--- src/rtl/nand_fe_pkg.sv ---
package nand_fe_pkg;

  localparam logic [7:0] OP_READ      = 8'h00;
  localparam logic [7:0] OP_READ_HALF = 8'h01;
  localparam logic [7:0] OP_READ_OOB  = 8'h50;
  localparam logic [7:0] OP_LP_CONF   = 8'h30;
  localparam logic [7:0] OP_RND_SETUP = 8'h05;
  localparam logic [7:0] OP_RND_CONF  = 8'hE0;
  localparam logic [7:0] OP_IDENT     = 8'h90;
  localparam logic [7:0] OP_RESET     = 8'hFF;
  localparam logic [7:0] OP_PROG_SET  = 8'h80;
  localparam logic [7:0] OP_PROG_CONF = 8'h10;
  localparam logic [7:0] OP_ERASE_SET = 8'h60;
  localparam logic [7:0] OP_ERASE_CNF = 8'hD0;
  localparam logic [7:0] OP_STATUS    = 8'h70;

  typedef enum logic [3:0] {
    ACT_NONE        = 4'd0,
    ACT_READ        = 4'd1,
    ACT_PROG_LOAD   = 4'd2,
    ACT_PROG_COMMIT = 4'd3,
    ACT_ERASE       = 4'd4,
    ACT_READ_ID     = 4'd5,
    ACT_STATUS      = 4'd6,
    ACT_RESET       = 4'd7,
    ACT_RAND_READ   = 4'd8
  } act_kind_e;

  typedef enum logic [1:0] {
    FOLD_KEEP  = 2'd0,
    FOLD_ZERO  = 2'd1,
    FOLD_HALF  = 2'd2,
    FOLD_SPARE = 2'd3
  } fold_e;

endpackage

--- src/rtl/nand_op_decode.sv ---
module nand_op_decode
  import nand_fe_pkg::*;
(
  input  logic [7:0] op_in,
  output logic [7:0] op_mapped,
  output fold_e      fold,
  output logic       known
);

  always_comb begin
    op_mapped = op_in;
    fold      = FOLD_KEEP;
    known     = 1'b1;
    unique case (op_in)
      OP_READ:      fold = FOLD_ZERO;
      OP_READ_HALF: begin fold = FOLD_HALF;  op_mapped = OP_READ; end
      OP_READ_OOB:  begin fold = FOLD_SPARE; op_mapped = OP_READ; end
      OP_LP_CONF, OP_RND_SETUP, OP_RND_CONF, OP_IDENT, OP_RESET,
      OP_PROG_SET, OP_PROG_CONF, OP_ERASE_SET, OP_ERASE_CNF,
      OP_STATUS:    known = 1'b1;
      default:      known = 1'b0;
    endcase
  end

endmodule

--- src/rtl/nand_status_reg.sv ---
module nand_status_reg #(
  parameter int FLAG_W = 7
) (
  input  logic              clk,
  input  logic              rst_n,
  input  logic              wp_n,
  input  logic [FLAG_W-1:0] set_mask,
  input  logic              clr,
  output logic [FLAG_W:0]   status
);

  logic [FLAG_W-1:0] flags_q;
  logic              unprot_q;

  always_ff @(posedge clk or negedge rst_n) begin
    if (!rst_n) begin
      flags_q  <= '0;
      unprot_q <= 1'b0;
    end else begin
      unprot_q <= wp_n;
      if (clr) flags_q <= '0;
      else     flags_q <= flags_q | set_mask;
    end
  end

  assign status = {unprot_q, flags_q};

endmodule

--- src/rtl/nand_cmd_front.sv ---
module nand_cmd_front
  import nand_fe_pkg::*;
#(
  parameter int ADDR_W     = 32,
  parameter int PAGE_SMALL = 512,
  parameter int PAGE_LARGE = 2048,
  parameter int HALF_OFF   = 256,
  parameter int SP_BYTES   = 3,
  parameter int LP_BYTES   = 4
) (
  input  logic              clk,
  input  logic              rst_n,
  input  logic              large_page,
  input  logic              ce_n,
  input  logic              cle,
  input  logic              ale,
  input  logic              wp_n,
  input  logic              in_valid,
  output logic              in_ready,
  input  logic [7:0]        in_data,
  input  logic [6:0]        eng_status_set,
  output logic              act_valid,
  output logic [3:0]        act_kind,
  output logic [ADDR_W-1:0] act_addr,
  output logic [11:0]       act_col,
  output logic [7:0]        cur_cmd,
  output logic [2:0]        addr_count,
  output logic [7:0]        status_q,
  output logic              unknown_seen
);

  localparam int NBYTES = ADDR_W / 8;
  localparam int CW     = 3;
  localparam logic [CW-1:0] CNT_MAX = '1;
  localparam logic [11:0] OFF_HALF = 12'(HALF_OFF);
  localparam logic [11:0] OFF_SP   = 12'(PAGE_SMALL);
  localparam logic [11:0] OFF_LP   = 12'(PAGE_LARGE);

  logic [7:0]        cmd_q, n_cmd;
  logic [ADDR_W-1:0] addr_q, n_addr;
  logic [CW-1:0]     cnt_q, n_cnt;
  logic [11:0]       off_q, n_off, n_col;
  act_kind_e         n_act;
  logic              n_unk, sts_clr;
  logic              act_v_q;
  act_kind_e         act_k_q;
  logic [ADDR_W-1:0] act_a_q;
  logic [11:0]       act_c_q;
  logic              unk_q;

  logic [7:0] op_mapped;
  fold_e      op_fold;
  logic       op_known;

  nand_op_decode u_dec (
    .op_in     (in_data),
    .op_mapped (op_mapped),
    .fold      (op_fold),
    .known     (op_known)
  );

  nand_status_reg #(.FLAG_W(7)) u_sts (
    .clk      (clk),
    .rst_n    (rst_n),
    .wp_n     (wp_n),
    .set_mask (eng_status_set),
    .clr      (sts_clr),
    .status   (status_q)
  );

  logic cmd_byte, addr_byte;
  assign cmd_byte  = in_valid && !ce_n && cle;
  assign addr_byte = in_valid && ale;

  always_comb begin
    logic skip;
    logic [CW-1:0] trig;
    n_cmd   = cmd_q;
    n_addr  = addr_q;
    n_cnt   = cnt_q;
    n_off   = off_q;
    n_col   = off_q;
    n_act   = ACT_NONE;
    n_unk   = 1'b0;
    sts_clr = 1'b0;
    skip    = 1'b0;
    trig    = large_page ? CW'(LP_BYTES) : CW'(SP_BYTES);

    if (cmd_byte) begin
      if (large_page && cmd_q == OP_READ && in_data == OP_LP_CONF) begin
        skip = 1'b1;
      end else if (large_page && in_data == OP_RND_SETUP) begin
        n_addr[15:0] = '0;
        n_cnt        = '0;
        skip         = 1'b1;
      end else begin
        unique case (op_fold)
          FOLD_ZERO:  n_off = '0;
          FOLD_HALF:  n_off = OFF_HALF;
          FOLD_SPARE: n_off = large_page ? OFF_LP : OFF_SP;
          default:    ;
        endcase
        n_cmd = op_mapped;
        n_unk = !op_known;
        n_col = n_off;
        case (op_mapped)
          OP_STATUS: n_act = ACT_STATUS;
          OP_PROG_CONF: begin
            if (wp_n) begin
              n_act = ACT_PROG_COMMIT;
              n_off = '0;
            end
          end
          OP_ERASE_CNF: begin
            n_addr = large_page ? (addr_q << 16) : (addr_q << 8);
            if (wp_n) n_act = ACT_ERASE;
          end
          OP_RND_CONF: begin
            if (large_page) n_act = ACT_RAND_READ;
          end
          OP_RESET: begin
            n_act   = ACT_RESET;
            n_cmd   = OP_READ;
            n_addr  = '0;
            n_off   = '0;
            n_col   = '0;
            sts_clr = 1'b1;
          end
          default: ;
        endcase
        if (op_mapped != OP_RND_CONF) n_cnt = '0;
      end
    end

    if (addr_byte && !skip) begin
      for (int b = 0; b < NBYTES; b++) begin
        if (int'(n_cnt) == b) n_addr[8*b +: 8] = in_data;
      end
      if (n_cnt != CNT_MAX) n_cnt = n_cnt + 1'b1;
      if (n_cnt == CW'(1) && n_cmd == OP_IDENT) begin
        n_act = ACT_READ_ID;
        n_col = n_off;
      end
      if (n_cnt == trig && n_cmd == OP_READ) begin
        n_act = ACT_READ;
        n_col = n_off;
        n_off = '0;
      end
      if (n_cnt == trig && n_cmd == OP_PROG_SET) begin
        n_act = ACT_PROG_LOAD;
        n_col = n_off;
      end
    end
  end

  always_ff @(posedge clk or negedge rst_n) begin
    if (!rst_n) begin
      cmd_q   <= OP_READ;
      addr_q  <= '0;
      cnt_q   <= '0;
      off_q   <= '0;
      act_v_q <= 1'b0;
      act_k_q <= ACT_NONE;
      act_a_q <= '0;
      act_c_q <= '0;
      unk_q   <= 1'b0;
    end else begin
      cmd_q   <= n_cmd;
      addr_q  <= n_addr;
      cnt_q   <= n_cnt;
      off_q   <= n_off;
      act_v_q <= (n_act != ACT_NONE);
      act_k_q <= n_act;
      act_a_q <= n_addr;
      act_c_q <= n_col;
      unk_q   <= unk_q | n_unk;
    end
  end

  assign in_ready     = 1'b1;
  assign act_valid    = act_v_q;
  assign act_kind     = act_k_q;
  assign act_addr     = act_a_q;
  assign act_col      = act_c_q;
  assign cur_cmd      = cmd_q;
  assign addr_count   = cnt_q;
  assign unknown_seen = unk_q;

endmodule

--- config.mk ---
export PLATFORM = sky130hd
export DESIGN_NAME = nand_cmd_front
export DESIGN_NICKNAME = d
export VERILOG_FILES = /design/src/rtl/nand_fe_pkg.sv /design/src/rtl/nand_op_decode.sv /design/src/rtl/nand_status_reg.sv /design/src/rtl/nand_cmd_front.sv
export SDC_FILE = /design/constraint.sdc
export NUM_CORES = 1
export LEC_CHECK = 0
export ABC_AREA = 0
export BUFFER_PORTS_ARGS = -buffer_cell sky130_fd_sc_hd__buf_2
export CORE_ASPECT_RATIO = 1.4
export CORE_MARGIN = 3
export CORE_UTILIZATION = 45
export DETAILED_ROUTE_END_ITERATION = 16
export HOLD_SLACK_MARGIN = 0.05
export PLACE_DENSITY = 0.71
export SYNTH_ARGS = -nofsm -noshare
export SYNTH_HDL_FRONTEND = slang
export SYNTH_SLANG_ARGS = --single-unit
--- constraint.sdc ---
create_clock -name clk -period 3.6 [get_ports clk]
set_input_delay 0.36 -clock clk [delete_from_list [all_inputs] [get_ports clk]]
set_output_delay 0.36 -clock clk [all_outputs]
set_load 0.02 [all_outputs]
# After elaboration in Yosys (flattened, before gate mapping)
# Cells that the tools add are included.
# word_totals
register_bits	81
latchBits	0
ram_bits	0
rom_bits	0
output_inout_bits	70
memories	0
# op_classes
addsub	1
mul	0
n_div	0
magnitude_cmp	0
n_eq_ne	29
shifts	0
muxes	65
bitwise_logic	2
n_reduce_logical	20
# op_table
cell	count
12-bit 2-to-1 mux	15
32-bit 2-to-1 mux	4
8-bit equality test, second input constant	10
8-bit 2-to-1 mux	9
32-bit case mux with 2 select lines	1
12-bit case mux with 3 select lines	1
8-bit by 7-bit equality test with 1-bit output, second input constant	4
16-bit 2-to-1 mux	2
4-bit 2-to-1 mux	8
3-bit 2-to-1 mux	9
8-bit logical NOT	3
12-bit case mux with 2 select lines	1
4-bit case mux with 5 select lines	1
8-bit by 5-bit equality test with 1-bit output, second input constant	2
13-bit OR reduction	1
1-bit 2-to-1 mux	11
1-bit logical AND	10
8-bit by 1-bit equality test with 1-bit output, second input constant	1
8-bit by 3-bit equality test with 1-bit output, second input constant	1
8-bit by 6-bit equality test with 1-bit output, second input constant	1
8-bit inequality test, second input constant	1
7-bit 2-to-1 mux	1
7-bit OR	1
3-bit equality test, second input constant	2
other kinds (14)	17

# Longest topological paths before layout
# Gate-level depths: netlist (run 1).
# logic_depth
word_depth	18
mapped_depth	15

# By module
# From an unflattened synthesis (run 1), not the netlist that was laid out.
# unflattened
hier_cells	405
area_unflattened_um2	4180.3
# modules_own_cells
module	instances	cells_each	area_per_inst_um2	seq_area_each_um2
nand_cmd_front	1	365	3743.6	1826.8
nand_status_reg	1	16	277.8	200.2
nand_op_decode	1	24	158.9	0.0

# Least setup slack after synthesis (run 1)
# OpenSTA, ideal clock, no wires.
# synth_timing
path_type	register to register
from	register cmd_q[0], in the netlist cur_cmd[0]
to	register off_q[10]
setup_time_ns	0.137
t_arrival_ns	3.501
t_required_ns	3.463
slack_ns	-0.038
path_stages_with_launch	15
n_path_buf	2
cell_sequence	dfrtp_1 nor4_2 nand4_1 a31oi_1 nand2_1 inv_1 ha_1 clkbuf_1 nand2_1 xor2_1 a311oi_1 o211ai_2 a2111oi_4 buf_6 a21oi_1
# synth_between
elab_chain_cells	12
elab_cells_between_ends	23
classes_between	add/sub: 1; eq/ne: 2; mux: 13; reduce/logical: 7
# synth_rtl
item	line_no	rtl
start, declared	nand_cmd_front.sv:39	logic [7:0] cmd_q, n_cmd;
start signal, assigned	nand_cmd_front.sv:168	cmd_q <= n_cmd;
8-bit logical NOT	nand_cmd_front.sv:90	if (large_page && cmd_q == OP_READ && in_data == OP_LP_CONF) begin
1-bit logical AND (2 in a row)	nand_cmd_front.sv:90	
3-bit 2-to-1 mux	nand_cmd_front.sv:90	
3-bit 2-to-1 mux	nand_cmd_front.sv:89	if (cmd_byte) begin
3-bit by 1-bit adder with 3-bit output or 3-bit inequality test (tied branches)	nand_cmd_front.sv:139	if (n_cnt != CNT_MAX) n_cnt = n_cnt + 1'b1;
3-bit 2-to-1 mux	nand_cmd_front.sv:139	
3-bit 2-to-1 mux	nand_cmd_front.sv:135	if (addr_byte && !skip) begin
3-bit equality test	nand_cmd_front.sv:144	if (n_cnt == trig && n_cmd == OP_READ) begin
1-bit logical AND	nand_cmd_front.sv:144	
12-bit 2-to-1 mux	nand_cmd_front.sv:144	
12-bit 2-to-1 mux *	nand_cmd_front.sv:135	
named net n_off[10]	nand_cmd_front.sv:42	logic [11:0] off_q, n_off, n_col;
end signal, assigned	nand_cmd_front.sv:171	off_q <= n_off;
end, declared	nand_cmd_front.sv:42	
# Mark *: on every way through the listed nets, which the timed path passes. The rest lies on a longest branch. The select of a mux whose other input is x is not followed.

# Worst setup path after layout (run 1)
# layout_timing
from	register cmd_q[0], in the netlist cur_cmd[0]
to	register off_q[11]
# The elaborated chain is that of the path after synthesis.

==> flow_summary.ini, run 1 <==
[grt]
grt_overflow = 0
grt_pass1_wl_mm = 17.6
grt_max_degree = 82
grt_use_met2 = 0.329
grt.total_usage = 0.214
antenna_found_initial = 0
grt.met1_usage = 0.280
grt_pass1_vias = 3474
top_usage_layer = met2
use_met3 = 0.0577

[clock_network]
h-tree-depth = 3
cts_resized = 0
clock_latency_ps = 340
ctsHoldBuffers = 0
cts_setup_buffers = 0
cts_tree = built
clockBufferDepth = 2
clock-sinks = 81
path_clk_slew_ps = 60
cts_buffers = 9
root_buffer = clkbuf_16

[synthesis]
synth_edf_count = 0
synth_area_um2 = 4150
yosys.area_share.adder = 0.0145
synth-compound-area-share = 0.188
ys_top_cells_by_count = dfrtp_1, nand2_1, a21oi_1
synthXorXnorAreaFrac = 0.00422
synth_top_family_by_area = compound AO/OA/AOI/OAI gates
synthMuxAreaShare = 0.0874
synth.distinct_cells = 66
async_reset_ff_frac = 1.00
ys_top_cells_by_area = dfrtp_1, mux2i_1, nand2_1
yosys.area.top_type = dfrtp_1
ys_ff_latch = 81
yosysWarnings = 0
synth.avg_cell_area_um2 = 10.0
synth-seq-area-share = 0.488
yosys.area_share.simple = 0.169
netlist_instances = 413
synth_top_area_frac = 0.488
synth-main-ff-cell = dfrtp_1
synth_nets = 440
synth_most_common_cell = dfrtp_1

[worst_setup_path]
startpoint_type = flip-flop
crit_path_start = cur_cmd[0]
r2r_start = cur_cmd[0]
crit_fanout = 13
criticalPathCategory = flip-flop to flip-flop
required_ps = 3790
cp-end-kind = flip-flop
crit_arrival_ps = 3450

[drt]
drt-pass1-iter-count = 7
vias_per_cell = 5.79
drtIter0Drc = 198
drtAntennaViolNets = 0
vias = 3532
wl_per_cell_um = 17.7
wl_mm = 10.8
drc_errors = 0

[cells_and_area]
seq_area_um2 = 2030
multi_input_area_um2 = 1960
syn_to_final_growth_pct = 21.3
fill_cells = 755
final_layout_size_suffix_gt1_frac = 0.293
fin_nets = 528
antennaDiodeCount = 0
fin_area_um2 = 5030

[floorplanning]
coreArea_um2 = 8760
die_area_um2 = 10400
die_x_um = 87.2
rows = 40
start_util = 0.474
pin_count = 93
dieHeight_um = 120

[timing]
setup_violations = 0
drv_slew = 0
finClkSkew_ps = 6.31
hold_violations = 0
worst_pin_slew_ps = 1200
fin_crit_sh = 0.905
rsz0062_at_grt = no
layout_min_cycle_time_ps = 3260
slew_headroom = 0.192
setup_tns_ps = 0
fmax_ghz = 0.307

[placed_design]
gp_congestion = 0.974
post_dp_cell_area_um2 = 4710
port-buffer-count = 91
hpwl_mm = 7.73

[run]
maxCapViolations = 0

[pwr]
power_leakage_nw = 2.49
peakVddDrop_uv = 442
p_per_area_nw_per_um2 = 605

[outcome]
status = completed

[min_path]
hp-class = primary input to async pin
==> worst max-delay path, stage by stage (launching register included) <==
cell       delay [ps]
dfrtp_1           420
nor4_4            360
nand4_1           220
a31oi_2           230
nand2_1           130
ha_1              380
nor2b_1           210
o211ai_1          110
mux2i_1           200
o211ai_2          130
a2111oi_4         390
buf_4             240
a22oi_1           100
==> registers in the layout (all words and copies together), names as in the netlist <==
signal          cells
act_valid           1
act_col            12
u_sts.unprot_q      1
unknown_seen        1
act_kind            4
off_q              12
u_sts.flags_q       7
addr_count          3
act_addr           32
cur_cmd             8
==> final timing paths <==
kind	to	cells past startpoint	slack (ps)
worst min register to register	u_sts.flags_q[3]	1	470
min in group clk	u_sts.unprot_q	1	200
max in group asynchronous	cur_cmd[1]	1	2760
worst max register to register	off_q[11]	12	340
worst max-delay path	off_q[11]	12	340
worst min-delay path	act_addr[19]	1	170
==> metal layers <==
metal | part of all wire | wire length, µm
met4 | 0.031 | 337
met2 | 0.47 | 5130
met3 | 0.077 | 837
met1 | 0.42 | 4510
met5 | 0 | 0
==> stage by stage <==
step / instances / util / hold WS [ps] / power [mW] / setup WS (ps)
global route: 610 / 0.575 / 182 / 3.21 / 115
finish: 610 / 0.575 / 170 / 3.04 / 343
CTS: 610 / 0.573 / 182 / 3.06 / 253
floorplan: 413 / - / 64.4 / 1.82 / 41.7
detailed placement: 595 / 0.538 / 463 / 2.13 / 287
global placement: 595 / 0.538 / 458 / 2.11 / 397
==> cell usage in the layout, fill, tap and decap left out, types with 3 or more instances in the layout <==
cell | Yosys | layout
mux2_2 | 10 | 10
ha_1 | 4 | 4
nor2b_1 | 11 | 11
buf_4 | 2 | 16
nor2_1 | 29 | 29
o21ai_1 | 4 | 4
clkbuf_16 | 0 | 9
inv_1 | 11 | 11
o31ai_1 | 3 | 3
dfrtp_1 | 81 | 81
a211oi_1 | 3 | 3
nand3_1 | 12 | 12
o2bb2ai_1 | 11 | 11
nand4_1 | 4 | 4
mux2i_1 | 25 | 25
o21ai_0 | 16 | 16
buf_2 | 10 | 90
nand2_1 | 51 | 51
o21a_1 | 9 | 9
a21oi_1 | 33 | 33
nor4_4 | 2 | 3
a22oi_1 | 9 | 9
nor3_1 | 5 | 5
==> logic make-up (layout without fill, tap and decap cells) <==
logic type | after synthesis | in the layout
compound gates | 112 | 112
xor+xnor | 2 | 2
fa+ha+maj | 5 | 5
buf+inv | 41 | 133
flops | 81 | 81
mux | 35 | 35
other cells | 1 | 1
simple gates | 136 | 136
==> cell type report <==
class / count / area share
flip-flops and latches: 81 / 0.403
multi-input cells: 291 / 0.388
repair buffers: 106 / 0.113
clock buffers: 11 / 0.0502
well taps: 105 / 0.0261
clock inverters: 4 / 0.0104
inverters: 12 / 0.00895
==> power by group <==
group	total (mW)	switching [mW]	internal, mW
logic	0.872	0.522	0.350
registers	1.25	0.159	1.09
clock network	0.926	0.354	0.572
total	3.04	1.03	2.01
Power figures use the tool's default switching activity.
==> inputs of run 2 (changes only) <==
ABC_AREA = 1   (was 0)
PLACE_DENSITY = 0.7   (was 0.71)
==> run 2 against run 1 <==
Net effect: first-iteration DRC count increased by 74%; flip-flop and latch count unchanged; setup slack improved by 380 ps.
==> flow_summary.ini, run 2 <==
[pwr]
power_leakage_nw = 2.73
peakVddDrop_uv = 280
p_total_mw = 3.71
p_per_area_nw_per_um2 = 700

[timing]
slew_headroom = 0.310
rsz0062_at_grt = no
worst_pin_slew_ps = 1030
finClkSkew_ps = 5.65
layout_min_cycle_time_ps = 2870
setup_violations = 0
setup_tns_ps = 0
fmax_ghz = 0.348
fin_crit_sh = 0.798
hold_violations = 0
drv_slew = 0

[cells_and_area]
multi_input_area_um2 = 1880
syn_to_final_growth_pct = 20.2
post-route-util = 0.557
fin_area_um2 = 5290
final_layout_size_suffix_gt1_frac = 0.216
fill_cells = 901
largest_reg_flops = 32
fin_nets = 684
most-common-layout-cells = nand2_1, inv_1, buf_2
seq_area_um2 = 2030
antennaDiodeCount = 0
layout_commonest_cell = nand2_1

[synthesis]
yosys.area_share.adder = 0.0114
synth.distinct_cells = 34
ys_top_cells_by_count = nand2_1, inv_1, dfrtp_1
synth-seq-area-share = 0.460
synth_area_um2 = 4400
synthMuxAreaShare = 0.00227
synth_edf_count = 0
netlist_instances = 571
synthXorXnorAreaFrac = 0
synth-main-ff-cell = dfrtp_1
yosysWarnings = 0
yosys.area_share.simple = 0.231
ys_ff_latch = 81
synth_top_family_by_area = simple AND/OR/NAND/NOR gates
yosys.area.top_type = dfrtp_1
synth-compound-area-share = 0.182
synth.avg_cell_area_um2 = 7.71
ys_top_cells_by_area = dfrtp_1, nand2_1, inv_1
synth_nets = 598
synth_most_common_cell = nand2_1
synth_top_area_frac = 0.460
async_reset_ff_frac = 1.00

[worst_setup_path]
startpoint_type = flip-flop
cp-end-kind = flip-flop
criticalPathCategory = flip-flop to flip-flop
crit_fanout = 16
crit_arrival_ps = 3110
required_ps = 3840

[clock_network]
clock_latency_ps = 350
cts_resized = 0
clock-sinks = 81
h-tree-depth = 3
path_clk_slew_ps = 60
cts_tree = built
cts_buffers = 9
cts_setup_buffers = 0
ctsHoldBuffers = 0
clockBufferDepth = 2
root_buffer = clkbuf_16

[run]
maxCapViolations = 0

[drt]
wl_per_cell_um = 15.2
drc_errors = 0
drt-pass1-iter-count = 5
vias = 4249
drtIter0Drc = 344
vias_per_cell = 5.36
drtAntennaViolNets = 0
wl_mm = 12.0

[placed_design]
hpwl_mm = 8.82
post_dp_cell_area_um2 = 4950
port-buffer-count = 91
gp_congestion = 0.881

[floorplanning]
rows = 42
dieHeight_um = 123
die_x_um = 89.6
pin_count = 93
start_util = 0.463
coreArea_um2 = 9510
die_area_um2 = 11000

[grt]
grt.total_usage = 0.233
grt_pass1_vias = 4018
grt_overflow = 0
grt_use_met2 = 0.385
use_met3 = 0.0300
top_usage_layer = met2
grt_max_degree = 82
grt.met1_usage = 0.296
antenna_found_initial = 0
grt_pass1_wl_mm = 19.8

[outcome]
status = completed

[min_path]
hp-class = primary input to flip-flop
==> run 2: layout make-up <==
cell class,count,share of cell area
clock inverters,6,0.0217
clock buffers,9,0.0425
inverters,102,0.0723
well taps,132,0.0312
repair buffers,96,0.0936
multi-input cells,367,0.356
flip-flops and latches,81,0.383
==> run 2: per-stage QoR <==
step                hold slack (ps)  setup WS, ps  cells
global placement                466           778    778
detailed placement              454           545    778
finish                          131           728    793
CTS                             124           753    793
floorplan                      64.4          1120    571
global route                    136           516    793
==> run 2: path summary, 6_finish.rpt <==
check / start / slack [ps] / to / depth (start not counted)
worst max-delay path: cur_cmd[2] / 730 / act_valid / 17
worst min-delay path: wp_n / 130 / u_sts.unprot_q / 1
worst max register to register: cur_cmd[2] / 730 / act_valid / 17
worst min register to register: unknown_seen / 470 / unknown_seen / 1
max in group asynchronous: rst_n / 2740 / act_kind[0] / 1
min in group asynchronous: rst_n / 160 / addr_count[1] / 1
==> run 2: layer usage <==
metal	vias up	routed length, µm
met2	184	5990
met5	-	0
met1	1992	4970
met4	0	368
li1	2044	-
met3	29	710
==> run 2: cells by family (layout without fill, tap and decap cells) <==
family                   count (synthesis)  in the layout
other                                    1              1
AO/OA/AOI/OAI                          139            139
adder cells (fa/ha/maj)                  4              4
buffers and inverters                  123            213
flip-flops                              81             81
AND/OR/NAND/NOR                        222            222
multiplexers                             1              1
==> run 2: where the power goes <==
part | switching (mW) | total (mW) | internal (mW)
Clock | 0.379 | 1.06 | 0.677
Combinational | 0.836 | 1.30 | 0.467
Sequential | 0.180 | 1.35 | 1.17
==> run 2: worst max-delay path, cell delays in order, from the launching register on <==
cell	delay, ps
dfrtp_1	420
nor2_1	100
nand2_1	50
nor2_1	200
nand3_4	140
nand3_4	140
nand2_1	140
inv_1	120
ha_1	290
inv_1	120
o211ai_1	180
nand2_1	100
nand3_1	90
nand2_1	110
nand3_4	230
nand4_1	140
nor2_2	120
nand2_1	50
